===== src/rtl/pinio_pkg.sv =====
package pinio_pkg;

    typedef enum logic [2:0] {
        SUB_OFF  = 3'b000,
        SUB_INV  = 3'b001,
        SUB_LOW  = 3'b010,
        SUB_HIGH = 3'b011,
        SUB_C    = 3'b100,
        SUB_NC   = 3'b101,
        SUB_Z    = 3'b110,
        SUB_NZ   = 3'b111
    } pin_sub_e;

    localparam int unsigned DEF_NPINS  = 128;
    localparam int unsigned DEF_BANK_W = 32;
    localparam int unsigned DEF_REG_W  = 32;

endpackage


===== src/rtl/pinio_index_sel.sv =====
module pinio_index_sel #(
    parameter int unsigned PIN_W = 7,
    parameter int unsigned REG_W = 32
) (
    input  logic             src_imm,
    input  logic [PIN_W-1:0] imm_pin,
    input  logic [REG_W-1:0] reg_val,
    output logic [PIN_W-1:0] pin_idx
);

    // Only the low PIN_W bits of the register operand select a pin.
    always_comb begin
        if (src_imm) begin
            pin_idx = imm_pin;
        end else begin
            pin_idx = reg_val[PIN_W-1:0];
        end
    end

endmodule


===== src/rtl/pinio_bit_calc.sv =====
module pinio_bit_calc
    import pinio_pkg::*;
(
    input  logic [2:0] sub_op,
    input  logic       cur_out,
    input  logic       flag_c,
    input  logic       flag_z,
    output logic       new_out,
    output logic       new_dir
);

    always_comb begin
        new_dir = 1'b1;
        unique case (pin_sub_e'(sub_op))
            SUB_OFF: begin
                new_out = 1'b0;
                new_dir = 1'b0;
            end
            SUB_INV:  new_out = ~cur_out;
            SUB_LOW:  new_out = 1'b0;
            SUB_HIGH: new_out = 1'b1;
            SUB_C:    new_out = flag_c;
            SUB_NC:   new_out = ~flag_c;
            SUB_Z:    new_out = flag_z;
            SUB_NZ:   new_out = ~flag_z;
            default:  new_out = 1'b0;
        endcase
    end

endmodule


===== src/rtl/pinio_flag_read.sv =====
module pinio_flag_read (
    input  logic act,
    input  logic inv_sel,
    input  logic level,
    input  logic wz_en,
    input  logic wc_en,
    output logic z_we,
    output logic z_val,
    output logic c_we,
    output logic c_val
);

    always_comb begin
        z_we  = act & wz_en;
        c_we  = act & wc_en;
        z_val = act & (inv_sel ? level : ~level);
        c_val = act & (inv_sel ? ~level : level);
    end

endmodule


===== src/rtl/pinio_bank_view.sv =====
module pinio_bank_view #(
    parameter int unsigned NPINS  = 128,
    parameter int unsigned BANK_W = 32,
    localparam int unsigned NBANKS = NPINS / BANK_W,
    localparam int unsigned BSEL_W = (NBANKS > 1) ? $clog2(NBANKS) : 1
) (
    input  logic [NPINS-1:0]  vec,
    input  logic [BSEL_W-1:0] sel,
    output logic [BANK_W-1:0] bank
);

    logic [BANK_W-1:0] slices [NBANKS];

    for (genvar g = 0; g < NBANKS; g++) begin : g_slice
        assign slices[g] = vec[g*BANK_W +: BANK_W];
    end

    always_comb begin
        bank = '0;
        for (int k = 0; k < NBANKS; k++) begin
            if (BSEL_W'(k) == sel) begin
                bank = slices[k];
            end
        end
    end

endmodule


===== src/rtl/pinio_unit.sv =====
module pinio_unit
    import pinio_pkg::*;
#(
    parameter int unsigned NPINS  = DEF_NPINS,
    parameter int unsigned BANK_W = DEF_BANK_W,
    parameter int unsigned REG_W  = DEF_REG_W,
    localparam int unsigned PIN_W  = $clog2(NPINS),
    localparam int unsigned NBANKS = NPINS / BANK_W,
    localparam int unsigned BSEL_W = (NBANKS > 1) ? $clog2(NBANKS) : 1
) (
    input  logic              clk,
    input  logic              rst_n,
    input  logic              exec_vld,
    input  logic              exec_rd,
    input  logic [2:0]        exec_sub,
    input  logic              src_imm,
    input  logic [PIN_W-1:0]  imm_pin,
    input  logic [REG_W-1:0]  reg_val,
    input  logic              flag_c,
    input  logic              flag_z,
    input  logic              wz_en,
    input  logic              wc_en,
    input  logic [NPINS-1:0]  pins_in,
    input  logic [BSEL_W-1:0] bank_sel,
    output logic [NPINS-1:0]  out_vec,
    output logic [NPINS-1:0]  dir_vec,
    output logic [BANK_W-1:0] out_bank,
    output logic [BANK_W-1:0] dir_bank,
    output logic              z_we,
    output logic              z_val,
    output logic              c_we,
    output logic              c_val
);

    typedef struct packed {
        logic [NPINS-1:0] outs;
        logic [NPINS-1:0] dirs;
        logic             zwe;
        logic             zv;
        logic             cwe;
        logic             cv;
    } state_t;

    state_t st_d, st_q;

    logic [PIN_W-1:0] pin_idx;
    logic             cur_out;
    logic             pin_level;
    logic             new_out;
    logic             new_dir;
    logic             rd_act;
    logic             fz_we, fz_val, fc_we, fc_val;

    pinio_index_sel #(.PIN_W(PIN_W), .REG_W(REG_W)) u_idx (
        .src_imm (src_imm),
        .imm_pin (imm_pin),
        .reg_val (reg_val),
        .pin_idx (pin_idx)
    );

    assign cur_out   = st_q.outs[pin_idx];
    assign pin_level = pins_in[pin_idx];
    assign rd_act    = exec_vld & exec_rd;

    pinio_bit_calc u_calc (
        .sub_op  (exec_sub),
        .cur_out (cur_out),
        .flag_c  (flag_c),
        .flag_z  (flag_z),
        .new_out (new_out),
        .new_dir (new_dir)
    );

    pinio_flag_read u_rd (
        .act     (rd_act),
        .inv_sel (exec_sub[0]),
        .level   (pin_level),
        .wz_en   (wz_en),
        .wc_en   (wc_en),
        .z_we    (fz_we),
        .z_val   (fz_val),
        .c_we    (fc_we),
        .c_val   (fc_val)
    );

    always_comb begin
        st_d     = st_q;
        st_d.zwe = fz_we;
        st_d.zv  = fz_val;
        st_d.cwe = fc_we;
        st_d.cv  = fc_val;
        if (exec_vld && !exec_rd) begin
            st_d.outs[pin_idx] = new_out;
            st_d.dirs[pin_idx] = new_dir;
        end
    end

    always_ff @(posedge clk) begin
        if (!rst_n) begin
            st_q <= '0;
        end else begin
            st_q <= st_d;
        end
    end

    assign out_vec = st_q.outs;
    assign dir_vec = st_q.dirs;
    assign z_we    = st_q.zwe;
    assign z_val   = st_q.zv;
    assign c_we    = st_q.cwe;
    assign c_val   = st_q.cv;

    pinio_bank_view #(.NPINS(NPINS), .BANK_W(BANK_W)) u_obank (
        .vec  (st_q.outs),
        .sel  (bank_sel),
        .bank (out_bank)
    );

    pinio_bank_view #(.NPINS(NPINS), .BANK_W(BANK_W)) u_dbank (
        .vec  (st_q.dirs),
        .sel  (bank_sel),
        .bank (dir_bank)
    );

endmodule


===== config.mk =====
export PLATFORM = sky130hd
export DESIGN_NAME = pinio_unit
export DESIGN_NICKNAME = d
export VERILOG_FILES = /design/src/rtl/pinio_pkg.sv /design/src/rtl/pinio_index_sel.sv /design/src/rtl/pinio_bit_calc.sv /design/src/rtl/pinio_flag_read.sv /design/src/rtl/pinio_bank_view.sv /design/src/rtl/pinio_unit.sv
export SDC_FILE = /design/constraint.sdc
export NUM_CORES = 1
export LEC_CHECK = 0
export CORE_AREA = 2 2 195 197
export CTS_CLUSTER_SIZE = 14
export DETAILED_ROUTE_END_ITERATION = 12
export DIE_AREA = 0 0 197 199
export PLACE_DENSITY = 0.73
export SLEW_MARGIN = 15
export SYNTH_ARGS = -nofsm -noshare
export SYNTH_HDL_FRONTEND = slang
export SYNTH_SLANG_ARGS = --single-unit

===== constraint.sdc =====
create_clock -name clk -period 2.54 [get_ports clk]
set_input_delay 0.254 -clock clk [delete_from_list [all_inputs] [get_ports clk]]
set_output_delay 0.254 -clock clk [all_outputs]
set_load 0.005 [all_outputs]

After elaboration in Yosys (flattened, before gate mapping)
Cells that the tools add are included.
{ "word_totals": {"word_cells": 54, "ff_bits": 260} }
{ "op_classes": {"reduce_logical": 6, "order_cmp": 2, "eq_ne": 10, "mux": 21, "bitwise": 9} }
{ "ops": {"columns": ["operator", "count"], "rows": [
  ["128-bit bitwise mux", 2],
  ["32-bit two-way mux", 8],
  ["1-bit binary-select mux with 7-bit select", 2],
  ["3-bit equality test (second input constant)", 4],
  ["7-bit by 8-bit less-than comparator with 1-bit output (second input constant)", 1],
  ["1-bit demux with 7-bit select", 1],
  ["7-bit by 1-bit >= comparator with 1-bit output (second input constant)", 1],
  ["7-bit two-way mux", 1],
  ["1-bit one-hot mux with 7 select lines", 1],
  ["3-bit by 2-bit equality test with 1-bit output (second input constant)", 2],
  ["1-bit two-way mux", 6],
  ["1-bit AND", 5],
  ["2-bit equality test (first input constant)", 2],
  ["1-bit NOT", 4],
  ["3-bit by 1-bit equality test with 1-bit output (second input constant)", 1],
  ["3-bit zero test", 1],
  ["1-bit by 2-bit equality test with 1-bit output (first input constant)", 1],
  ["1-bit logical AND", 2],
  ["2-bit zero test", 1],
  ["2-bit OR reduction", 1],
  ["1-bit zero test", 1]
]} }

Logic depth before layout (Yosys ltp)
Gate-level depths: netlist of the first run.
{ "depth": {"ltp_word": 6, "depth_mapped": 14} }

By module
Synthesis of the first run repeated with hierarchy kept, for this count alone.
{ "unflattened": {"cells_unflattened": 1697, "hier_area_um2": 14567.7} }
{ "by_module_without_submodules": {"columns": ["module", "instances", "seq_area_each_um2", "area_per_inst_um2", "cells_each"], "rows": [
  ["pinio_unit", 1, 5205.0, 12728.5, 1599],
  ["pinio_bank_view", 2, 0.0, 814.5, 39],
  ["pinio_index_sel", 1, 0.0, 116.4, 8],
  ["pinio_bit_calc", 1, 0.0, 60.1, 7],
  ["pinio_flag_read", 1, 0.0, 33.8, 5]
]} }

Worst setup path after synthesis of the first run
OpenSTA, ideal clock, no wires.
{ "synth_path": {"kind": "input port to flip-flop", "start": "input reg_val[2]", "end": "register st_q, in the netlist out_vec[0]", "setup_slack_ns": 0.015, "setup_time_ns": 0.086, "stages": 14, "required_time_ns": 2.454, "t_arrival_ns": 2.439, "cell_sequence": "buf_2 or4b_4 buf_6 and2_4 buf_6 buf_6 o22ai_1 nor2_1 a21oi_1 o41ai_1 and4_4 buf_6 buf_6 o31ai_2"} }
{ "synth_between": {"elab_chain_cells": 6} }
{ "synth_rtl": {"columns": ["element", "line", "text"], "rows": [
  ["start, declared", "pinio_unit.sv:18", "input logic [REG_W-1:0] reg_val,"],
  ["7-bit two-way mux (*)", "pinio_index_sel.sv:13", "if (src_imm) begin"],
  ["1-bit binary-select mux with 7-bit select, or another cell as far along", "pinio_unit.sv:61", "assign cur_out = st_q.outs[pin_idx];"],
  ["1-bit two-way mux (implied by the code) / 1-bit logical AND (equally long branches)", "pinio_unit.sv:61, pinio_unit.sv:93", null],
  ["1-bit NOT / 1-bit two-way mux (equally long branches)", "pinio_bit_calc.sv:19, pinio_unit.sv:93", null],
  ["1-bit one-hot mux with 7 select lines / 1-bit demux with 7-bit select (equally long branches)", "pinio_bit_calc.sv:14, pinio_unit.sv:93", null],
  ["128-bit bitwise mux (*)", "pinio_unit.sv:93", "st_d.outs[pin_idx] = new_out;"],
  ["end signal, assigned", "pinio_unit.sv:102", "st_q <= st_d;"],
  ["end, declared", "pinio_unit.sv:44", "state_t st_d, st_q;"]
]} }
Mark *: on every way between the ends. The rest lies on a longest branch, timed or not. The select of a mux whose other input is x is not followed.
A chain may end at the register's enable or synchronous reset.

Final worst setup path of the first run
{ "layout_path": {"start": "input imm_pin[1]", "end": "register st_q, in the netlist out_vec[118]"} }
{ "layout_between": {"elab_chain_cells": 6} }
{ "layout_rtl": {"columns": ["element", "line", "text"], "rows": [
  ["start, declared", "pinio_unit.sv:17", "input logic [PIN_W-1:0] imm_pin,"],
  ["7-bit two-way mux (*)", "pinio_index_sel.sv:13", null],
  ["1-bit binary-select mux with 7-bit select, or another cell as far along", "pinio_unit.sv:61", null],
  ["1-bit two-way mux (implied by the code) / 1-bit logical AND (equally long branches)", "pinio_unit.sv:61, pinio_unit.sv:93", null],
  ["1-bit NOT / 1-bit two-way mux (equally long branches)", "pinio_bit_calc.sv:19, pinio_unit.sv:93", null],
  ["1-bit one-hot mux with 7 select lines / 1-bit demux with 7-bit select (equally long branches)", "pinio_bit_calc.sv:14, pinio_unit.sv:93", null],
  ["128-bit bitwise mux (*)", "pinio_unit.sv:93", null]
]} }
Marked as above.

==> results of run 1 <==
-- worst max-delay path, delay by kind of cell --
family	cells	cell delay [ps]
buffers and inverters	6	1240
AOI/OAI and AO/OA	5	840
and+or+nand+nor	3	640
-- placed cells by master, fill, tap and decap left out, types with 29 or more instances in the layout --
cell / netlist / final
clkdlybuf4s50_1: 0 / 469
nand2_1: 263 / 262
dfxtp_1: 260 / 260
buf_4: 6 / 199
nand3_1: 130 / 130
o21ai_0: 127 / 127
and2_1: 128 / 126
o31ai_2: 120 / 113
o22ai_1: 87 / 83
mux4_2: 64 / 64
a21oi_1: 70 / 62
nor2_1: 61 / 59
buf_12: 0 / 33
clkbuf_16: 0 / 29
-- routing by layer --
| metal | GRT usage [%] | wire length [µm] |
|---|---|---|
| met5 | 0 | 0 |
| met4 | 17.2 | 3750 |
| met3 | 6.12 | 5790 |
| met2 | 56.3 | 32300 |
| met1 | 41.2 | 26300 |
-- synthesized netlist by cell type (all sizes together), types with 3 or more instances --
master	instances
o22ai	91
or4	14
nand4b	3
buf	57
a2bb2o	5
a21oi	70
nor2	61
o31ai	141
dfxtp	260
nor3	6
nand4bb	3
nand2b	6
o41ai	5
mux4	64
o211a	3
clkbuf	82
nand2	263
o21ai	127
mux2i	9
a31oi	4
nor2b	6
nand3	130
or3	8
inv	3
a41oi	3
and2	130
-- through the flow --
step / setup TNS (ps) / utilization, % / cell area (µm²) / worst slack [ps] / hold WS, ps
after floorplan: 0 / - / 14200 / 15.1 / 366
after global placement: -116500 / 56.4 / 20900 / -1020 / 499
after detailed placement: -123360 / 56.4 / 20900 / -1020 / 513
after CTS: 0 / 60.5 / 22500 / 1.63 / 137
after global routing: -101 / 61.1 / 22700 / -20.5 / 151
final: 0 / 61.1 / 22700 / 7.43 / 154
-- path summary, 6_finish.rpt --
kind	end	slack, ps	cells past startpoint
setup / recovery	out_vec[118]	7	14
hold reg to reg	out_vec[79]	520	2
hold / removal	out_vec[14]	150	3
setup reg to reg	out_vec[82]	100	10
-- registers in the layout, indices dropped and copies added, names as in the netlist --
name,count
c_we,1
z_val,1
c_val,1
dir_vec,128
z_we,1
out_vec,128
-- timing repair --
item	4_1_cts	5_1_grt
endpoints found under the setup margin	130	126
setup buffers	17	1
resized for setup	50	34
pin swaps	7	6
gates cloned	3	0
-- power groups by stage --
stage | clock, mW | combinational (mW) | sequential (mW)
final | 4.77 | 1.55 | 4.10
after global routing | 4.98 | 1.62 | 4.09
after CTS | 4.80 | 1.49 | 4.10
after detailed placement | 0 | 1.41 | 4.19
after global placement | 0 | 1.39 | 4.19
after floorplan | 0 | 0.676 | 4.18
-- final cells by class --
class / count / area (µm²)
Sequential cell: 260 / 5200
Timing Repair Buffer: 720 / 7080
Inverter: 3 / 11.3
Multi-Input combinational cell: 1183 / 8680
Clock inverter: 15 / 263
Clock buffer: 37 / 826
Antenna cell: 6 / 15.0
Tap cell: 474 / 593
Fill cell: 3100 / 14500
-- cells by family after synthesis --
group,share of synthesized area (%)
and+or+nand+nor,21.8
DFF,36.6
buffers and inverters,5.13
muxes,10.9
xor gates and xnor gates,0.123
AOI/OAI and AO/OA,25.3
==> reports/summary.txt, run 1 <==
Setup crit start - imm_pin[1]
Max Clock Freq - 395 MHz
Num CTS Buffers - 28
Max H-tree Level - 1
Setup crit start kind - primary input
clk buf depth - 3
Mean Syn Cell Area - 8.96 µm²
TritonCTS clock tree - yes
GRT overflow - 0
Psw - 2.62 mW
Vias/cell - 5.88
Buffers on Ports - 479
Final Hold Viols - 0
fin crit share - 99.7%
die width - 197 µm
CP max stage cell - dlygate4sd2_1
worst slew pin tran - 741 ps
drt total wl - 68.1 mm
Non-Filler Instances - 2698
fraction of layout cells with a size suffix above 1 - 24.3%
Hold Buf Count CTS - 0
maxcap violations - 0
Synth Cell Area - 14200 µm²
DR vias - 15.9k
status - finished, final reports clean
FP Rows - 71
pwr dens - 459 nW/µm²
dpl hpwl - 51.2 mm
sw frac - 25.1%
CTS root buf - clkbuf_16
min Tclk post-route - 2530 ps
IO Pins - 505
Tot Pwr - 10.4 mW
RR Startpoint - out_vec[63]
clock power share - 45.8%
Worst EP arrival - 2990 ps
die height - 199 µm
share of the synthesized area in the top cell type - 36.6%
per-cell routed wire length - 25.2 µm
area of the core - 37100 µm²
Initial Utilization - 38.3%
vias in the first global route - 15.7k
DR pass1 iterations - 5
ys async rst share - 0%
CP max FO - 9
EDFF count, synth - 0
Residual DRC - 0
Synth cell types - 57
top cells by area, synth - dfxtp_1 37%, o31ai_2 11%, mux4_2 10%, nand2_1 6.9%, and2_1 5.6%
Crit path largest cell delay - 370 ps
Crit. End Element - flop
Setup-failing EPs final - 0
sequential fraction of design power - 39.4%
Gate power share - 14.9%
clk sinks - 260
critical setup path kind - primary input to flop
sequential area share after synthesis - 36.6%
Warnings, synthesis - 0
syn nets - 1766
antenna violations before repair - 6
Placed Instances - 2619
prevailing post-synth register cell - dfxtp_1
crit-path cells - dlygate4sd2_1, nor2b_2, a31oi_4, buf_4, bufbuf_16, o22ai_2, nor2_2, a21oi_2, o41ai_2, and4_4, buf_12, buf_4, buf_12, o31ai_2
final slew viol count - 0
Final #Nets - 2377
GRT Util Overall - 33.5%
normalized max-slew margin - 50.6%
maximum VDD drop - 0.000515 V
clk_lat worst skew - 550 ps
gp weighted congestion - 0.927
Reg clk slew, reported paths - 60 ps
Synth area leader - dfxtp_1
hold path startpoint - rst_n
Layout area overhead - 59.6%
Detail Route Antenna Nets - 0
HP Class - primary input to flop
die area - 39200 µm²
leakage power - 8.30 nW
#FFs+latches synth - 260
Worst EP required - 3000 ps
1st-iter DRT viols - 1475
post-synthesis cell count - 1585
Pint - 7.79 mW
global-route wire length before repair - 99.1 mm
Final Skew - 22.1 ps
largest net degree at the start of global routing - 190
Note: power is estimated with default switching activity, not from simulation.
==> run 2: changes to the inputs <==
Settings changed: CTS_CLUSTER_SIZE 14 to default.
==> run 2 against run 1 <==
Flip-flop and latch count did not move. Wire length up 0.15%. Count of clock-buffer cells in the layout is 1 higher. Clock power down 5.0%. Power shrank 2.2%. Hold slack lost 15 ps. Register-to-register slack hardly changed. Worst setup slack better by 36 ps. Global-route usage fell by 0.12 points. Via count up 0.54%. First-iteration DRC count rose by 1.5%. Final area decreased by 0.52%.
==> reports/summary.txt, run 2 (synthesized netlist as in run 1, its figures left out) <==
antenna violations before repair - 6 (unchanged)
Vias/cell - 5.92 (was 5.88)
global-route wire length before repair - 98.8 mm (was 99.1 mm)
normalized max-slew margin - 49.7% (was 50.6%)
largest net degree at the start of global routing - 190 (unchanged)
critical setup path kind - primary input to flop (unchanged)
most frequent cells in the layout - 469 x clkdlybuf4s50_1, 262 x nand2_1, 260 x dfxtp_1 (unchanged)
DR pass1 iterations - 5 (unchanged)
Worst EP arrival - 2960 ps (was 2990 ps)
per-cell routed wire length - 25.3 µm (was 25.2 µm)
DR vias - 15.9k (about the same)
Detail Route Antenna Nets - 0 (unchanged)
die area - 39200 µm² (unchanged)
clk sinks - 260 (unchanged)
Placed Instances - 2619 (unchanged)
dpl hpwl - 51.2 mm (unchanged)
Residual DRC - 0 (unchanged)
Max H-tree Level - 1 (unchanged)
status - finished, final reports clean (unchanged)
Worst EP required - 3010 ps (was 3000 ps)
clk buf depth - 3 (unchanged)
fin util - 60.7% (was 61.1%)
sequential fraction of design power - 40.2% (was 39.4%)
CP max stage cell - dlygate4sd2_1 (unchanged)
Setup-failing EPs final - 0 (unchanged)
Num CTS Buffers - 29 (was 28)
Reg clk slew, reported paths - 60 ps (about the same)
crit-path cells - dlygate4sd2_1, nor2b_2, a31oi_4, buf_4, bufbuf_16, o22ai_2, nor2_2, a21oi_2, o41ai_2, and4_4, buf_12, buf_12, buf_12, o31ai_2 (was dlygate4sd2_1, nor2b_2, a31oi_4, buf_4, bufbuf_16, o22ai_2, nor2_2, a21oi_2, o41ai_2, and4_4, buf_12, buf_4, buf_12, o31ai_2)
Gate power share - 15.2% (was 14.9%)
Crit. End Element - flop (unchanged)
Final Hold Viols - 0 (unchanged)
maximum VDD drop - 0.000521 V (was 0.000515 V)
leakage power - 8.23 nW (was 8.30 nW)
worst slew pin tran - 755 ps (was 741 ps)
Tot Pwr - 10.2 mW (was 10.4 mW)
FP Rows - 71 (unchanged)
Hold Buf Count CTS - 0 (unchanged)
min Tclk post-route - 2500 ps (was 2530 ps)
final slew viol count - 0 (unchanged)
TritonCTS clock tree - yes (unchanged)
Layout area overhead - 58.8% (was 59.6%)
HP Class - primary input to flop (unchanged)
CTS root buf - clkbuf_16 (unchanged)
area of the core - 37100 µm² (unchanged)
Buffers on Ports - 479 (unchanged)
fraction of layout cells with a size suffix above 1 - 24.3% (about the same)
FF+latch area - 5200 µm² (unchanged)
die height - 199 µm (unchanged)
Top cell by count, worst path - buf_12
maxcap violations - 0 (unchanged)
Psw - 2.62 mW (about the same)
FILL cells - 3108 (was 3100)
clk_lat worst skew - 570 ps (was 550 ps)
Critical path buffers and inverters - 6 (unchanged)
clock power share - 44.5% (was 45.8%)
drt total wl - 68.2 mm (was 68.1 mm)
Non-Filler Instances - 2694 (was 2698)
Crit path largest cell delay - 360 ps (was 370 ps)
fin crit share - 98.3% (was 99.7%)
Initial Utilization - 38.3% (unchanged)
pwr dens - 451 nW/µm² (was 459 nW/µm²)
die width - 197 µm (unchanged)
sw frac - 25.7% (was 25.1%)
GRT overflow - 0 (unchanged)
gp weighted congestion - 0.927 (unchanged)
pre-CTS WS - -1020 ps (unchanged)
Multi-input gate area - 8660 µm² (was 8680 µm²)
Setup crit start kind - primary input (unchanged)
Placed Area - 20900 µm² (unchanged)
GRT Util Overall - 33.4% (was 33.5%)
CP max FO - 9 (unchanged)
Pint - 7.56 mW (was 7.79 mW)
most common cell after layout, fill and taps aside - clkdlybuf4s50_1 (unchanged)
IO Pins - 505 (unchanged)
1st-iter DRT viols - 1497 (was 1475)
post-route cell area - 22600 µm² (was 22700 µm²)
Max Clock Freq - 401 MHz (was 395 MHz)
final worst slack - 43.3 ps (was 7.43 ps)
Final #Nets - 2375 (was 2377)
CP delay by family, top - buffers and inverters (unchanged)
Final Skew - 23.7 ps (was 22.1 ps)
vias in the first global route - 15.6k (was 15.7k)
[run 2: power by group through the flow]
stage          clock network [mW]  registers (mW)  logic [mW]
6_report                     4.53            4.10        1.55
5_1_grt                      4.72            4.10        1.62
4_1_cts                      4.55            4.10        1.49
3_5_place_dp                    0            4.19        1.41
3_3_place_gp                    0            4.19        1.39
2_1_floorplan                   0            4.18       0.676
[run 2: repair_timing]
item / CTS / global route
pin swaps: 8 / 12
setup buffers: 15 / 1
cloned: 3 / 0
endpoints found under the setup margin: 130 / 126
gates resized for setup: 43 / 39
[run 2: worst paths after layout]
| path | startpoint | to | slack (ps) | cells after the start |
|---|---|---|---|---|
| min reg2reg | out_vec[62] | out_vec[62] | 530 | 2 |
| max reg2reg | out_vec[39] | out_vec[119] | 110 | 9 |
| max | imm_pin[1] | out_vec[43] | 40 | 14 |
| min | rst_n | out_vec[14] | 140 | 3 |
[run 2: area by class of cell]
| class | instances | share of cell area, % |
|---|---|---|
| Antenna cell | 6 | 0.0666 |
| Clock buffer | 38 | 3.63 |
| Clock inverter | 13 | 0.904 |
| Inverter | 3 | 0.0499 |
| Multi-Input combinational cell | 1183 | 38.4 |
| Sequential cell | 260 | 23.1 |
| Tap cell | 474 | 2.63 |
| Timing Repair Buffer | 717 | 31.2 |
[run 2: worst reg2reg max path: stages (launching register included)]
cell       delay [ps]
dfxtp_1           340
a21oi_1            50
or4_1             570
nor3_2            210
o22ai_1           120
a211oi_2          240
and4_4            300
buf_12            150
bufbuf_16         290
o31ai_2            70
[run 2: stage by stage]
step	hold slack, ps	setup TNS, ps
detailed placement	513	-123360
global route	145	-1240
finish	140	0
CTS	124	0
global placement	499	-116500
floorplan	366	0
[run 2: metal layers]
layer / vias to the layer above / wire, µm / track usage, %
li1: 7098 / - / -
met1: 7723 / 26200 / 40.9
met2: 941 / 32600 / 55.8
met3: 184 / 5980 / 6.61
met4: 0 / 3420 / 17.5
met5: - / 0 / 0
